## src/rtl/bank_decoder_pkg.sv

```systemverilog
package bank_decoder_pkg;

  typedef enum logic {
    REGION_PROG = 1'b0,
    REGION_SEC  = 1'b1
  } region_e;

endpackage

```

## src/rtl/bank_reg.sv

```systemverilog
module bank_reg #(
  parameter int          ADDR_W   = 16,
  parameter int          DATA_W   = 8,
  parameter logic [15:0] REG_ADDR = 16'h0030,
  parameter logic [7:0]  RST_VAL  = 8'h0F
) (
  input  logic              clk,
  input  logic              rst,
  input  logic              valid,
  input  logic              we,
  input  logic [ADDR_W-1:0] addr,
  input  logic [DATA_W-1:0] wdata,
  output logic [DATA_W-1:0] bank_q
);

  logic hit;

  always_comb begin
    hit = valid && we && (addr == REG_ADDR[ADDR_W-1:0]);
  end

  always_ff @(posedge clk) begin
    if (rst) begin
      bank_q <= RST_VAL[DATA_W-1:0];
    end else if (hit) begin
      bank_q <= wdata;
    end
  end

endmodule

```

## src/rtl/bank_xlate.sv

```systemverilog
module bank_xlate
  import bank_decoder_pkg::*;
#(
  parameter int          ADDR_W   = 16,
  parameter int          PAGE_W   = 14,
  parameter int          SEL_W    = 4,
  parameter logic [1:0]  WIN_IDX  = 2'b10,
  parameter logic [15:0] INT_BASE = 16'h0000,
  parameter logic [15:0] INT_MASK = 16'h00FF,
  localparam int PHYS_W = SEL_W + PAGE_W,
  localparam int IDX_W  = ADDR_W - PAGE_W,
  localparam int TOP_W  = PHYS_W - ADDR_W
) (
  input  logic [ADDR_W-1:0] addr,
  input  logic [SEL_W-1:0]  page,
  input  logic              region_bit,
  output logic [PHYS_W-1:0] phys,
  output region_e           region,
  output logic              internal
);

  logic              in_window;
  logic [PHYS_W-1:0] root_phys;

  always_comb begin
    in_window = (addr[ADDR_W-1:PAGE_W] == WIN_IDX[IDX_W-1:0]);
    internal  = ((addr & ~INT_MASK[ADDR_W-1:0]) == INT_BASE[ADDR_W-1:0]);
  end

  generate
    if (TOP_W > 0) begin : g_root_wide
      always_comb root_phys = {{TOP_W{1'b1}}, addr};
    end else begin : g_root_narrow
      always_comb root_phys = addr[PHYS_W-1:0];
    end
  endgenerate

  always_comb begin
    if (in_window) begin
      phys   = {page, addr[PAGE_W-1:0]};
      region = region_bit ? REGION_SEC : REGION_PROG;
    end else begin
      phys   = root_phys;
      region = REGION_PROG;
    end
  end

endmodule

```

## src/rtl/bank_csgen.sv

```systemverilog
module bank_csgen
  import bank_decoder_pkg::*;
(
  input  logic    valid,
  input  logic    internal,
  input  region_e region,
  output logic    cs_prog_n,
  output logic    cs_sec_n
);

  logic ext;

  always_comb begin
    ext       = valid && !internal;
    cs_prog_n = !(ext && (region == REGION_PROG));
    cs_sec_n  = !(ext && (region == REGION_SEC));
  end

endmodule

```

## src/rtl/bank_decoder.sv

```systemverilog
module bank_decoder
  import bank_decoder_pkg::*;
#(
  parameter int          ADDR_W     = 16,
  parameter int          DATA_W     = 8,
  parameter int          PAGE_W     = 14,
  parameter int          SEL_W      = 4,
  parameter int          REGION_BIT = 4,
  parameter logic [15:0] REG_ADDR   = 16'h0030,
  parameter logic [7:0]  RST_BANK   = 8'h0F,
  parameter logic [1:0]  WIN_IDX    = 2'b10,
  parameter logic [15:0] INT_BASE   = 16'h0000,
  parameter logic [15:0] INT_MASK   = 16'h00FF,
  localparam int PHYS_W = SEL_W + PAGE_W
) (
  input  logic              clk,
  input  logic              rst,
  input  logic [ADDR_W-1:0] cpu_addr,
  input  logic [DATA_W-1:0] cpu_wdata,
  input  logic              cpu_we,
  input  logic              cpu_valid,
  output logic [PHYS_W-1:0] phys_addr,
  output logic              cs_prog_n,
  output logic              cs_sec_n
);

  logic [DATA_W-1:0] bank_q;
  region_e           region;
  logic              internal;

  bank_reg #(
    .ADDR_W  (ADDR_W),
    .DATA_W  (DATA_W),
    .REG_ADDR(REG_ADDR),
    .RST_VAL (RST_BANK)
  ) u_reg (
    .clk   (clk),
    .rst   (rst),
    .valid (cpu_valid),
    .we    (cpu_we),
    .addr  (cpu_addr),
    .wdata (cpu_wdata),
    .bank_q(bank_q)
  );

  bank_xlate #(
    .ADDR_W  (ADDR_W),
    .PAGE_W  (PAGE_W),
    .SEL_W   (SEL_W),
    .WIN_IDX (WIN_IDX),
    .INT_BASE(INT_BASE),
    .INT_MASK(INT_MASK)
  ) u_xlate (
    .addr      (cpu_addr),
    .page      (bank_q[SEL_W-1:0]),
    .region_bit(bank_q[REGION_BIT]),
    .phys      (phys_addr),
    .region    (region),
    .internal  (internal)
  );

  bank_csgen u_cs (
    .valid    (cpu_valid),
    .internal (internal),
    .region   (region),
    .cs_prog_n(cs_prog_n),
    .cs_sec_n (cs_sec_n)
  );

endmodule

```

## config.mk

```make
export PLATFORM = sky130hd
export DESIGN_NAME = bank_decoder
export DESIGN_NICKNAME = d
export VERILOG_FILES = /design/src/rtl/bank_decoder_pkg.sv /design/src/rtl/bank_reg.sv /design/src/rtl/bank_xlate.sv /design/src/rtl/bank_csgen.sv /design/src/rtl/bank_decoder.sv
export SDC_FILE = /design/constraint.sdc
export NUM_CORES = 1
export LEC_CHECK = 0
export BUFFER_PORTS_ARGS = -buffer_cell sky130_fd_sc_hd__clkbuf_2
export CAP_MARGIN = 20
export CORE_MARGIN = 2
export CORE_UTILIZATION = 31
export DETAILED_ROUTE_END_ITERATION = 12
export GPL_ROUTABILITY_DRIVEN = 0
export HOLD_SLACK_MARGIN = 0.03
export PLACE_DENSITY = 0.87
export SYNTH_ARGS = -nofsm -noshare
export SYNTH_HDL_FRONTEND = slang
export SYNTH_SLANG_ARGS = --single-unit
```

## constraint.sdc

```tcl
create_clock -name clk -period 1.9 [get_ports clk]
set_input_delay 0.38 -clock clk [delete_from_list [all_inputs] [get_ports clk]]
set_output_delay 0.38 -clock clk [all_outputs]
set_load 0.05 [all_outputs]
```

* After elaboration in Yosys (flattened, before gate mapping)
Cells that the tools add are included.
Widths: inputs -> output; s select.
** Storage, ports and cells
- Register bits after elaboration :: 5
- Logic and storage cells :: 16
- Input port bits :: 28
** Cells by class
- Reductions and logical operators :: 9
- Mux-type cells :: 3
- Eq/ne operators :: 2
- Bitwise gates (word level) :: 1
** Operators by type and width (count)
- $mux 18 :: 1
- $eq 16x6->1 const B :: 1
- $logic_not 16->1 :: 1
- $logic_and 1x1->1 :: 5
- $logic_not 1->1 :: 3
- $eq 2x2->1 const B :: 1
- $mux 1 :: 2
- $not 1->1 :: 1

* Depth between registers and ports, before layout
Gate-level depths: netlist of the first run.
- Depth in word-level cells :: 5
- Gate-level depth with buffers :: 4
- Mapped depth without buffers :: 4

* By module
From an unflattened synthesis of the first run, not the netlist that was laid out.
** Second synthesis, totals
- Cells, all modules :: 65
- Area, all modules :: 565.5 um^2
** Modules (own cells, without submodules)
- bank_reg :: times used 1, area each 384.1 um^2, seq. area each 160.2 um^2, cells each 40
- bank_xlate :: times used 1, area each 165.2 um^2, seq. area each 0.0 um^2, cells each 23
- bank_csgen :: times used 1, area each 16.3 um^2, seq. area each 0.0 um^2, cells each 2

* Worst setup path before layout of the first run
OpenSTA, ideal clock, no wires.
- Kind :: input-to-output
- Start point :: input cpu_addr[9]
- End point :: output cs_prog_n
- Setup slack :: 0.299 ns
- Cell stages on the path :: 3
- Arrival :: 1.221 ns
- Cells stage by stage :: nor4_1 nand2_2 nand3_1
** On the way
- Longest elaborated chain between the ends :: 5
** RTL lines
- from (decl) :: RTL line bank_decoder.sv:18 : input logic [ADDR_W-1:0] cpu_addr,
- $logic_not 16->1 :: RTL line bank_xlate.sv:27 : internal = ((addr & ~INT_MASK[ADDR_W-1:0]) == INT_BASE[ADDR_W-1:0]);
- $logic_not 1->1 :: RTL line bank_csgen.sv:14 : ext = valid && !internal;
- $logic_and 1x1->1 :: RTL line bank_csgen.sv:14
- $logic_and 1x1->1 :: RTL line bank_csgen.sv:15 : cs_prog_n = !(ext && (region == REGION_PROG));
- $logic_not 1->1 :: RTL line bank_csgen.sv:15
- to (decl) :: RTL line bank_decoder.sv:23 : output logic cs_prog_n,
No other way between the ends.

* Worst setup path in the final report of the first run
Ends and elaborated chain as after synthesis.

==> out/metrics.cfg, run 1 <==
[status]
status = finished clean

[place]
dp_slack_ps = 183
dp_hpwl_um = 869
place_area_um2 = 543
io_buffers = 44

[sta]
slew_headroom_pct = 77.3
holdWs_ps = 386
hold_viol = 0
fin_crit_sh_pct = 89.1
fin_skew_ps = 0
slew_viol_final = 0
fin_ws_ps = 206
period_needed_ps = 1690
rsz0062_at_grt = no
setup_viol = 0
worst_pin_slew_ps = 339
fmax_mhz = 590
setup-tns-final_ps = 0

[power_and_ir_drop]
irDropWorstVdd_mv = 0.521
powerDensity_nw_per_um2 = 626
p_leak_uw = 0.000296

[clock_tree]
cts_hold_buf = 0
clockBufferDepth = 2
cts_setup_buffers = 0
clock_latency_ps = 230
numCtsBuffers = 3
cts-root-buf = clkbuf_4
cts_tree = yes
clk_pin_slew_ps = 50
htree_num_levels = 1
cts_sinks = 5
cts_resized = 0

[routing]
initialDrtViolationCount = 2
detail-route-antenna-nets = 0
drt_wl_total_um = 958
wl_per_cell_um = 9.78
vias_per_cell = 4.51
via_count = 442
dr.pass1.iters = 2
drt_drc_violations_left = 0

[die]
fp.dieH_um = 40.5
pin_count = 48
start_util_pct = 32.5
core_region_area_um2 = 1270
die_area_um2 = 1640
rows = 13
die_w_um = 40.5

[yosys]
synth_cells = 50
synth_area_um2 = 413
synth_cell_type_count = 17
syn_area_per_cell_um2 = 8.26
ys_ff_latch = 5
ys_seq_area_share_pct = 24.2
yosysWarnings = 0
syn-num-nets = 78

[final_layout]
fin_area_um2 = 569
largest_reg_flops = 5
largest_register = u_reg.bank_q
utilization_pct = 44.9
largest_registers = u_reg.bank_q (5)
final_cell_mix = 44 x clkbuf_2, 8 x nor2_1, 5 x mux2i_1, 5 x dfxtp_1, 4 x nand2b_1
syn2layout_area_growth_pct = 37.9
nNetsFinal = 112
final_common_cell = clkbuf_2
drive_above_1_share_pct = 60.2
antenna_cells = 0
fillers = 139

[worst_setup_path]
worst_ep_arrival_time_ps = 1310
critical_path_required_ps = 1520
cp-startpoint = cpu_addr[9]
critPathKind = in2out
worstSetupStartpointType = input port
path_max_fanout = 2
r2r_start = u_reg.bank_q[0]$_SDFFE_PP1P_
endpoint_kind = output port

[global_route]
grt-ovfl-total = 0
grt_antenna_before_repair = 0
grt_pass1_wl_mm = 1.20
grt_pass1_vias = 332
grt_max_degree = 11
groute.usage.overall_pct = 11.1

[hold_path]
min-delay-start = cpu_wdata[4]
hp-class = in2reg

[run]
maxCapViolCount = 0

==> cell type report <==
cell class	count	area, um^2	share of cell area [%]
repair buffers	44	220	38.7
clock buffers	4	26.3	4.62
well taps	15	18.8	3.30
multi-input cells	30	204	35.8
flip-flops and latches	5	100	17.6
==> path summary, 6_finish.rpt <==
| check | cells past startpoint | slack (ps) | end |
|---|---|---|---|
| worst max-delay path | 5 | 210 | cs_prog_n |
| worst min-delay path | 3 | 390 | u_reg.bank_q[4]$_SDFFE_PP0P_ |
| worst max register to register | 2 | 1290 | u_reg.bank_q[0]$_SDFFE_PP1P_ |
| worst min register to register | 2 | 490 | u_reg.bank_q[4]$_SDFFE_PP0P_ |
==> synth_stat cells, drive strengths merged <==
library cell / number / area share, %
a21o: 1 / 1.8
buf: 15 / 26
dfxtp: 5 / 24
mux2i: 5 / 12
nand2: 2 / 2.4
nand2b: 4 / 6.1
nand3: 2 / 2.4
nand4b: 1 / 2.1
nor2: 8 / 7.3
nor2b: 1 / 1.5
nor3: 1 / 3.9
nor4: 2 / 3.0
o21a: 1 / 1.8
or3: 1 / 1.5
or4b: 1 / 3.3
==> power by group <==
part,internal (uW),switching [uW]
Combinational,35.9,93.1
Sequential,105,0.000234
Clock,79.4,42.9
Total,220,136
==> routing by layer <==
layer | GRT usage (%) | vias to the layer above | routed length (um)
li1 | - | 223 | -
met1 | 10.5 | 193 | 313
met2 | 21.0 | 26 | 537
met3 | 3.89 | 0 | 107
met4 | 5.00 | 0 | 0
met5 | 0 | - | 0
==> worst max-delay path: stages <==
cell,delay (ps)
clkbuf_2,90
nor4_1,340
nand2_2,130
nand3_1,100
clkbuf_2,270
==> cells by family after synthesis <==
logic type / synth area share, %
AND/OR/NAND/NOR: 33.6
AO/OA/AOI/OAI: 3.64
multiplexers: 12.1
buffers and inverters: 26.4
flip-flops: 24.2
==> per-stage QoR <==
stage / std cells / total power, uW
floorplan: 50 / 212
global placement: 94 / 236
detailed placement: 94 / 237
CTS: 98 / 361
global route: 98 / 372
finish: 98 / 356
Power figures use the tool's default switching activity.
==> run 2, diff against run 1 <==
--- a/config.mk
+++ b/config.mk
@@ -7,9 +7,9 @@
 export LEC_CHECK = 0
 export BUFFER_PORTS_ARGS = -buffer_cell sky130_fd_sc_hd__clkbuf_2
 export CAP_MARGIN = 20
-export CORE_MARGIN = 2
-export CORE_UTILIZATION = 31
+export CORE_AREA = 2 2 39 41
 export DETAILED_ROUTE_END_ITERATION = 12
+export DIE_AREA = 0 0 41 43
 export GPL_ROUTABILITY_DRIVEN = 0
 export HOLD_SLACK_MARGIN = 0.03
 export PLACE_DENSITY = 0.87
==> constraint.sdc (replaced) <==
create_clock -name clk -period 2.12 [get_ports clk]
set_input_delay 0.424 -clock clk [delete_from_list [all_inputs] [get_ports clk]]
set_output_delay 0.424 -clock clk [all_outputs]
set_load 0.05 [all_outputs]
==> run 2 against run 1 <==
  * Routed wire length is 5.0% lower
  * Utilization down 3.6 points
  * Register-to-register slack gained 230 ps
  * Sequential power down 10%
  * Critical endpoint unchanged
  * Final cell count grew 1.0%
  * Highest routed layer is now met4
  * Via count fell by 3.2%
  * Count of clock-buffer cells in the layout did not move
==> out/metrics.cfg, run 2 (synthesized netlist as in run 1, its figures left out) <==
[sta]
holdWs_ps = 429  ; was 386 ps
fin_skew_ps = 0  ; unchanged
rsz0062_at_grt = no  ; unchanged
period_needed_ps = 1770
setup-tns-final_ps = 0  ; unchanged
worst_pin_slew_ps = 348  ; was 339 ps
slew_headroom_pct = 76.7  ; was 77.3%
setup_viol = 0  ; unchanged
fin_crit_sh_pct = 83.7
fmax_mhz = 564
hold_viol = 0  ; unchanged
slew_viol_final = 0  ; unchanged

[die]
start_util_pct = 29.8  ; was 32.5%
core_region_area_um2 = 1380  ; was 1270 um^2
die_w_um = 41  ; was 40.5 um
pin_count = 48  ; unchanged
rows = 14  ; was 13
fp.dieH_um = 43  ; was 40.5 um
die_area_um2 = 1760  ; was 1640 um^2

[clock_tree]
cts_sinks = 5  ; unchanged
cts_tree = yes  ; unchanged
clk_pin_slew_ps = 40  ; was 50 ps
cts_setup_buffers = 0  ; unchanged
cts_resized = 0  ; unchanged
htree_num_levels = 1  ; unchanged
numCtsBuffers = 3  ; unchanged
clockBufferDepth = 2  ; unchanged
cts_hold_buf = 0  ; unchanged
clock_latency_ps = 240  ; was 230 ps
cts-root-buf = clkbuf_4  ; unchanged

[final_layout]
nNetsFinal = 112  ; unchanged
largest_register = u_reg.bank_q  ; unchanged
largest_registers = u_reg.bank_q (5)  ; unchanged
final_cell_mix = 44 x clkbuf_2, 8 x nor2_1, 5 x mux2i_1, 5 x dfxtp_1, 4 x nand2b_1  ; unchanged
fin_area_um2 = 571  ; was 569 um^2
final_common_cell = clkbuf_2  ; unchanged
fillers = 163  ; was 139
multi_input_area_um2 = 204  ; unchanged
regArea_um2 = 100  ; unchanged
antenna_cells = 0  ; unchanged
stdcell_count = 99  ; was 98
syn2layout_area_growth_pct = 38.2  ; was 37.9%
largest_reg_flops = 5  ; unchanged
drive_above_1_share_pct = 60.2  ; unchanged

[routing]
drt_drc_violations_left = 0  ; unchanged
drt_wl_total_um = 910  ; was 958 um
initialDrtViolationCount = 2  ; unchanged
detail-route-antenna-nets = 0  ; unchanged
vias_per_cell = 4.32  ; was 4.51
dr.pass1.iters = 2  ; unchanged
wl_per_cell_um = 9.19  ; was 9.78 um
via_count = 428  ; was 442

[worst_setup_path]
critical_path_depth = 5  ; unchanged
critical_path.top_delay_family = simple AND/OR/NAND/NOR gates  ; unchanged
worstSetupStartpointType = input port  ; unchanged
crit_slowest_cell = nor4_1  ; unchanged
critical_path_required_ps = 1700  ; was 1520 ps
r2r_cells = 2  ; unchanged
path_buf_inv = 2  ; unchanged
critPathKind = in2out  ; unchanged
path_cells = clkbuf_2 > nor4_1 > nand2_2 > nand3_1 > clkbuf_2  ; unchanged
r2r_slack_ps = 1520  ; was 1290 ps
path_max_fanout = 2  ; unchanged
cp_slowest_stage_delay_ps = 340  ; about the same
endpoint_kind = output port  ; unchanged
r2r_start = u_reg.bank_q[4]$_SDFFE_PP0P_  ; was u_reg.bank_q[0]$_SDFFE_PP1P_
worst_r2r_endpoint = u_reg.bank_q[4]$_SDFFE_PP0P_  ; was u_reg.bank_q[0]$_SDFFE_PP1P_
cpMostUsedCell = clkbuf_2  ; unchanged
worst_ep_arrival_time_ps = 1350  ; was 1310 ps

[power_and_ir_drop]
irDropWorstVdd_mv = 0.198  ; was 0.521 mV
switchingPower_uw = 122  ; was 136 uW
p_leak_uw = 0.000296  ; unchanged
p_sw_share_pct = 38.1  ; was 38.2%
combPwrFrac_pct = 35.9  ; was 36.2%
p_clk_share_pct = 34.5  ; was 34.3%
p_seq_share_pct = 29.5  ; about the same
p_int_uw = 198  ; was 220 uW
powerDensity_nw_per_um2 = 560  ; was 626 nW/um^2

[status]
status = finished clean  ; unchanged

[global_route]
grt_pass1_vias = 362  ; was 332
grt_antenna_before_repair = 0  ; unchanged
groute.usage.overall_pct = 11.1  ; about the same
grt_pass1_wl_mm = 1.31  ; was 1.20 mm
grt_max_degree = 11  ; unchanged
grt-ovfl-total = 0  ; unchanged

[run]
maxCapViolCount = 0  ; unchanged

[hold_path]
hold-path-cell-count = 3  ; unchanged
min-delay-start = cpu_wdata[4]  ; unchanged
hold_path_end = u_reg.bank_q[4]$_SDFFE_PP0P_  ; unchanged
hp-class = in2reg  ; unchanged

[place]
place_area_um2 = 544  ; was 543 um^2
dp_hpwl_um = 815  ; was 869 um
io_buffers = 44  ; unchanged
dp.cells = 95  ; was 94

==> run 2: per-layer routing <==
metal  vias to the layer above  global-route usage, %  wire length, um
li1                        222                      -                -
met1                       176                   10.6              304
met2                        28                   18.4              469
met3                         2                   1.57              121
met4                         0                   10.0               14
met5                         -                      0                0
==> run 2: how the worst max path moves through the flow <==
stage	startpoint	end	slack (ps)
2_1_floorplan	cpu_addr[9]	cs_prog_n	430
3_3_place_gp	cpu_addr[9]	cs_prog_n	310
3_5_place_dp	cpu_addr[9]	cs_prog_n	320
4_1_cts	cpu_addr[9]	cs_prog_n	310
5_1_grt	cpu_addr[9]	cs_prog_n	260
6_report	cpu_addr[9]	cs_prog_n	350
==> run 2: layout make-up <==
type | count | area share (%)
Timing Repair Buffer | 44 | 38.6
Multi-Input combinational cell | 30 | 35.7
Sequential cell | 5 | 17.5
Clock buffer | 4 | 4.61
Tap cell | 16 | 3.51
==> run 2: stage by stage <==
step	setup WS, ps	utilization [%]	power (uW)
after floorplan	431	-	190
final	346	41.2	319
after detailed placement	322	39.3	212
after CTS	313	41.2	326
after global routing	257	41.2	341
after global placement	313	39.3	211
==> run 2: worst register-to-register path: stages (launching register included) <==
cell      delay [ps]
dfxtp_1          340
nand2b_1          60
mux2i_1          120
==> run 2: power groups by stage <==
stage	clock, uW	sequential [uW]	combinational [uW]
finish	110	94.4	115
global route	124	94.1	124
CTS	115	94.3	116
detailed placement	0	96.0	116
global placement	0	96.0	115
floorplan	0	96.0	93.6
==> run 3, diff against run 2 <==
--- a/config.mk
+++ b/config.mk
@@ -7,12 +7,12 @@
 export LEC_CHECK = 0
 export BUFFER_PORTS_ARGS = -buffer_cell sky130_fd_sc_hd__clkbuf_2
 export CAP_MARGIN = 20
-export CORE_AREA = 2 2 39 41
+export CORE_MARGIN = 2
+export CORE_UTILIZATION = 28
 export DETAILED_ROUTE_END_ITERATION = 12
-export DIE_AREA = 0 0 41 43
 export GPL_ROUTABILITY_DRIVEN = 0
 export HOLD_SLACK_MARGIN = 0.03
-export PLACE_DENSITY = 0.87
+export PLACE_DENSITY = 0.83
 export SYNTH_ARGS = -nofsm -noshare
 export SYNTH_HDL_FRONTEND = slang
 export SYNTH_SLANG_ARGS = --single-unit
==> constraint.sdc (replaced) <==
create_clock -name clk -period 1.5 [get_ports clk]
set_input_delay 0.3 -clock clk [delete_from_list [all_inputs] [get_ports clk]]
set_output_delay 0.3 -clock clk [all_outputs]
set_load 0.05 [all_outputs]
==> run 3 against run 2 <==
  * Non-clock buffer count increased by 5
  * Register-to-register slack worse by 610 ps
  * Design area is 9.4% higher
  * Worst setup slack worse by 330 ps
  * Critical endpoint unchanged
  * Power grew 45%
  * Sequential power up 41%
  * Clock power is 39% higher
  * Final cell count increased by 4.0%
  * Flip-flop and latch count stayed put
  * Critical path type unchanged
==> out/metrics.cfg, run 3 (synthesized netlist as in run 1, its figures left out) <==
[status]
status = finished clean  ; unchanged

[final_layout]
syn2layout_area_growth_pct = 51.2  ; was 38.2%
largest_registers = u_reg.bank_q (5)  ; unchanged
antenna_cells = 0  ; unchanged
regArea_um2 = 100  ; unchanged
fin_area_um2 = 624  ; was 571 um^2
final_cell_mix = 43 x clkbuf_2, 8 x nor2_1, 5 x mux2i_1, 5 x buf_4, 5 x dfxtp_1  ; was 44 x clkbuf_2, 8 x nor2_1, 5 x mux2i_1, 5 x dfxtp_1, 4 x nand2b_1
fillers = 145  ; was 163
multi_input_area_um2 = 219  ; was 204 um^2
largest_register = u_reg.bank_q  ; unchanged
nNetsFinal = 117  ; was 112
drive_above_1_share_pct = 65.9  ; was 60.2%
largest_reg_flops = 5  ; unchanged
final_common_cell = clkbuf_2  ; unchanged

[global_route]
grt_pass1_wl_mm = 1.76  ; was 1.31 mm
grt_pass1_vias = 446  ; was 362
grt_max_degree = 11  ; unchanged
grt-ovfl-total = 0  ; unchanged
grt_antenna_before_repair = 0  ; unchanged
groute.usage.overall_pct = 12.9  ; was 11.1%

[power_and_ir_drop]
irDropWorstVdd_mv = 0.298  ; was 0.198 mV
powerDensity_nw_per_um2 = 740  ; was 560 nW/um^2
p_leak_uw = 0.000323  ; was 0.000296 uW

[place]
io_buffers = 44  ; unchanged
place_area_um2 = 581  ; was 544 um^2
dp_hpwl_um = 872  ; was 815 um
dp_slack_ps = -62.6  ; was 322 ps

[routing]
drt_wl_total_mm = 1.07  ; was 910 um
dr.pass1.iters = 2  ; unchanged
drt_drc_violations_left = 0  ; unchanged
vias_per_cell = 4.57  ; was 4.32
initialDrtViolationCount = 1  ; was 2
detail-route-antenna-nets = 0  ; unchanged
wl_per_cell_um = 10.3  ; was 9.19 um
via_count = 471  ; was 428

[clock_tree]
clk_pin_slew_ps = 40  ; about the same
cts_sinks = 5  ; unchanged
clockBufferDepth = 2  ; unchanged
cts_tree = yes  ; unchanged
numCtsBuffers = 3  ; unchanged
clock_latency_ps = 240  ; about the same
htree_num_levels = 1  ; unchanged
cts_hold_buf = 0  ; unchanged
cts-root-buf = clkbuf_4  ; unchanged

[die]
core_region_area_um2 = 1330  ; was 1380 um^2
rows = 13  ; was 14
die_area_um2 = 1800  ; was 1760 um^2
fp.dieH_um = 42.4  ; was 43 um
die_w_um = 42.4  ; was 41 um
start_util_pct = 31.0  ; was 29.8%
pin_count = 48  ; unchanged

[sta]
slew_viol_final = 0  ; unchanged
fmax_mhz = 675
fin_crit_sh_pct = 98.8
worst_pin_slew_ps = 274  ; was 348 ps
slew_headroom_pct = 81.6  ; was 76.7%
period_needed_ps = 1480
setup_viol = 0  ; unchanged
hold_viol = 0  ; unchanged
fin_ws_ps = 18.7  ; was 346 ps
fin_skew_ps = 0  ; unchanged

[run]
maxCapViolCount = 0  ; unchanged

[worst_setup_path]
worst_ep_arrival_time_ps = 1180  ; was 1350 ps
endpoint_kind = output port  ; unchanged
path_max_fanout = 2  ; unchanged
critical_path_required_ps = 1200  ; was 1700 ps
cp-startpoint = cpu_addr[13]  ; was cpu_addr[9]
r2r_start = u_reg.bank_q[0]$_SDFFE_PP1P_  ; was u_reg.bank_q[4]$_SDFFE_PP0P_
worstSetupStartpointType = input port  ; unchanged
critPathKind = in2out  ; unchanged

[hold_path]
min-delay-start = cpu_wdata[4]  ; unchanged
hp-class = in2reg  ; unchanged

[run 3: cell types whose count changed in the layout (fill, tap and decap cells not counted)]
cell / before / now
buf_4: 0 / 5
clkbuf_2: 44 / 43
clkbuf_4: 3 / 4
nor2b_1: 1 / 0
nor2b_2: 0 / 1
nor4_1: 2 / 0
nor4_2: 0 / 2
[run 3: through the flow]
| step | TNS [ps] | utilization [%] | std cells | total power [uW] | hold slack [ps] |
|---|---|---|---|---|---|
| after global placement | -77.8 | 43.5 | 99 | 305 | 475 |
| after CTS | 0 | 45.7 | 103 | 465 | 303 |
| after detailed placement | -252 | 43.5 | 99 | 307 | 485 |
| final | 0 | 46.8 | 103 | 462 | 301 |
| after global routing | -32.7 | 46.8 | 103 | 489 | 310 |
| after floorplan | 0 | - | 50 | 268 | 456 |
[run 3: worst paths after layout]
path,endpoint,depth (start not counted),slack [ps]
setup / recovery,cs_prog_n,5,20
hold / removal,u_reg.bank_q[4]$_SDFFE_PP0P_,3,300
setup reg to reg,u_reg.bank_q[0]$_SDFFE_PP1P_,2,910
hold reg to reg,u_reg.bank_q[4]$_SDFFE_PP0P_,2,490
[run 3: metal layers]
layer	vias up	global-route usage [%]	share of wire, %
met3	2	7.33	14
met5	-	0	0
met2	34	24.3	55
li1	232	-	-
met1	203	10.8	30
met4	0	5.63	0.38
[run 3: worst max-delay path, stage by stage]
cell	delay, ps
clkbuf_2	100
nor4_2	330
nand2_2	120
nand3_1	100
clkbuf_4	230
[run 3: layout make-up]
type	count	area share (%)
multi-input cells	30	35.1
repair buffers	49	41.7
clock buffers	4	4.21
well taps	15	3.01
flip-flops and latches	5	16.0
[run 3: timing repair]
| item | 4_1_cts | 5_1_grt |
|---|---|---|
| endpoints found under the setup margin | 1 | 3 |
| gates resized for setup | 1 | 3 |
| buffers inserted | 0 | 0 |
[run 3: power breakdown]
part,leakage [uW],total (uW),internal [uW],switching (uW)
Clock,0.0000150,153,100,52.4
Sequential,0.0000404,133,133,0.000302
Combinational,0.000268,176,53.6,122
Total,0.000323,462,287,175
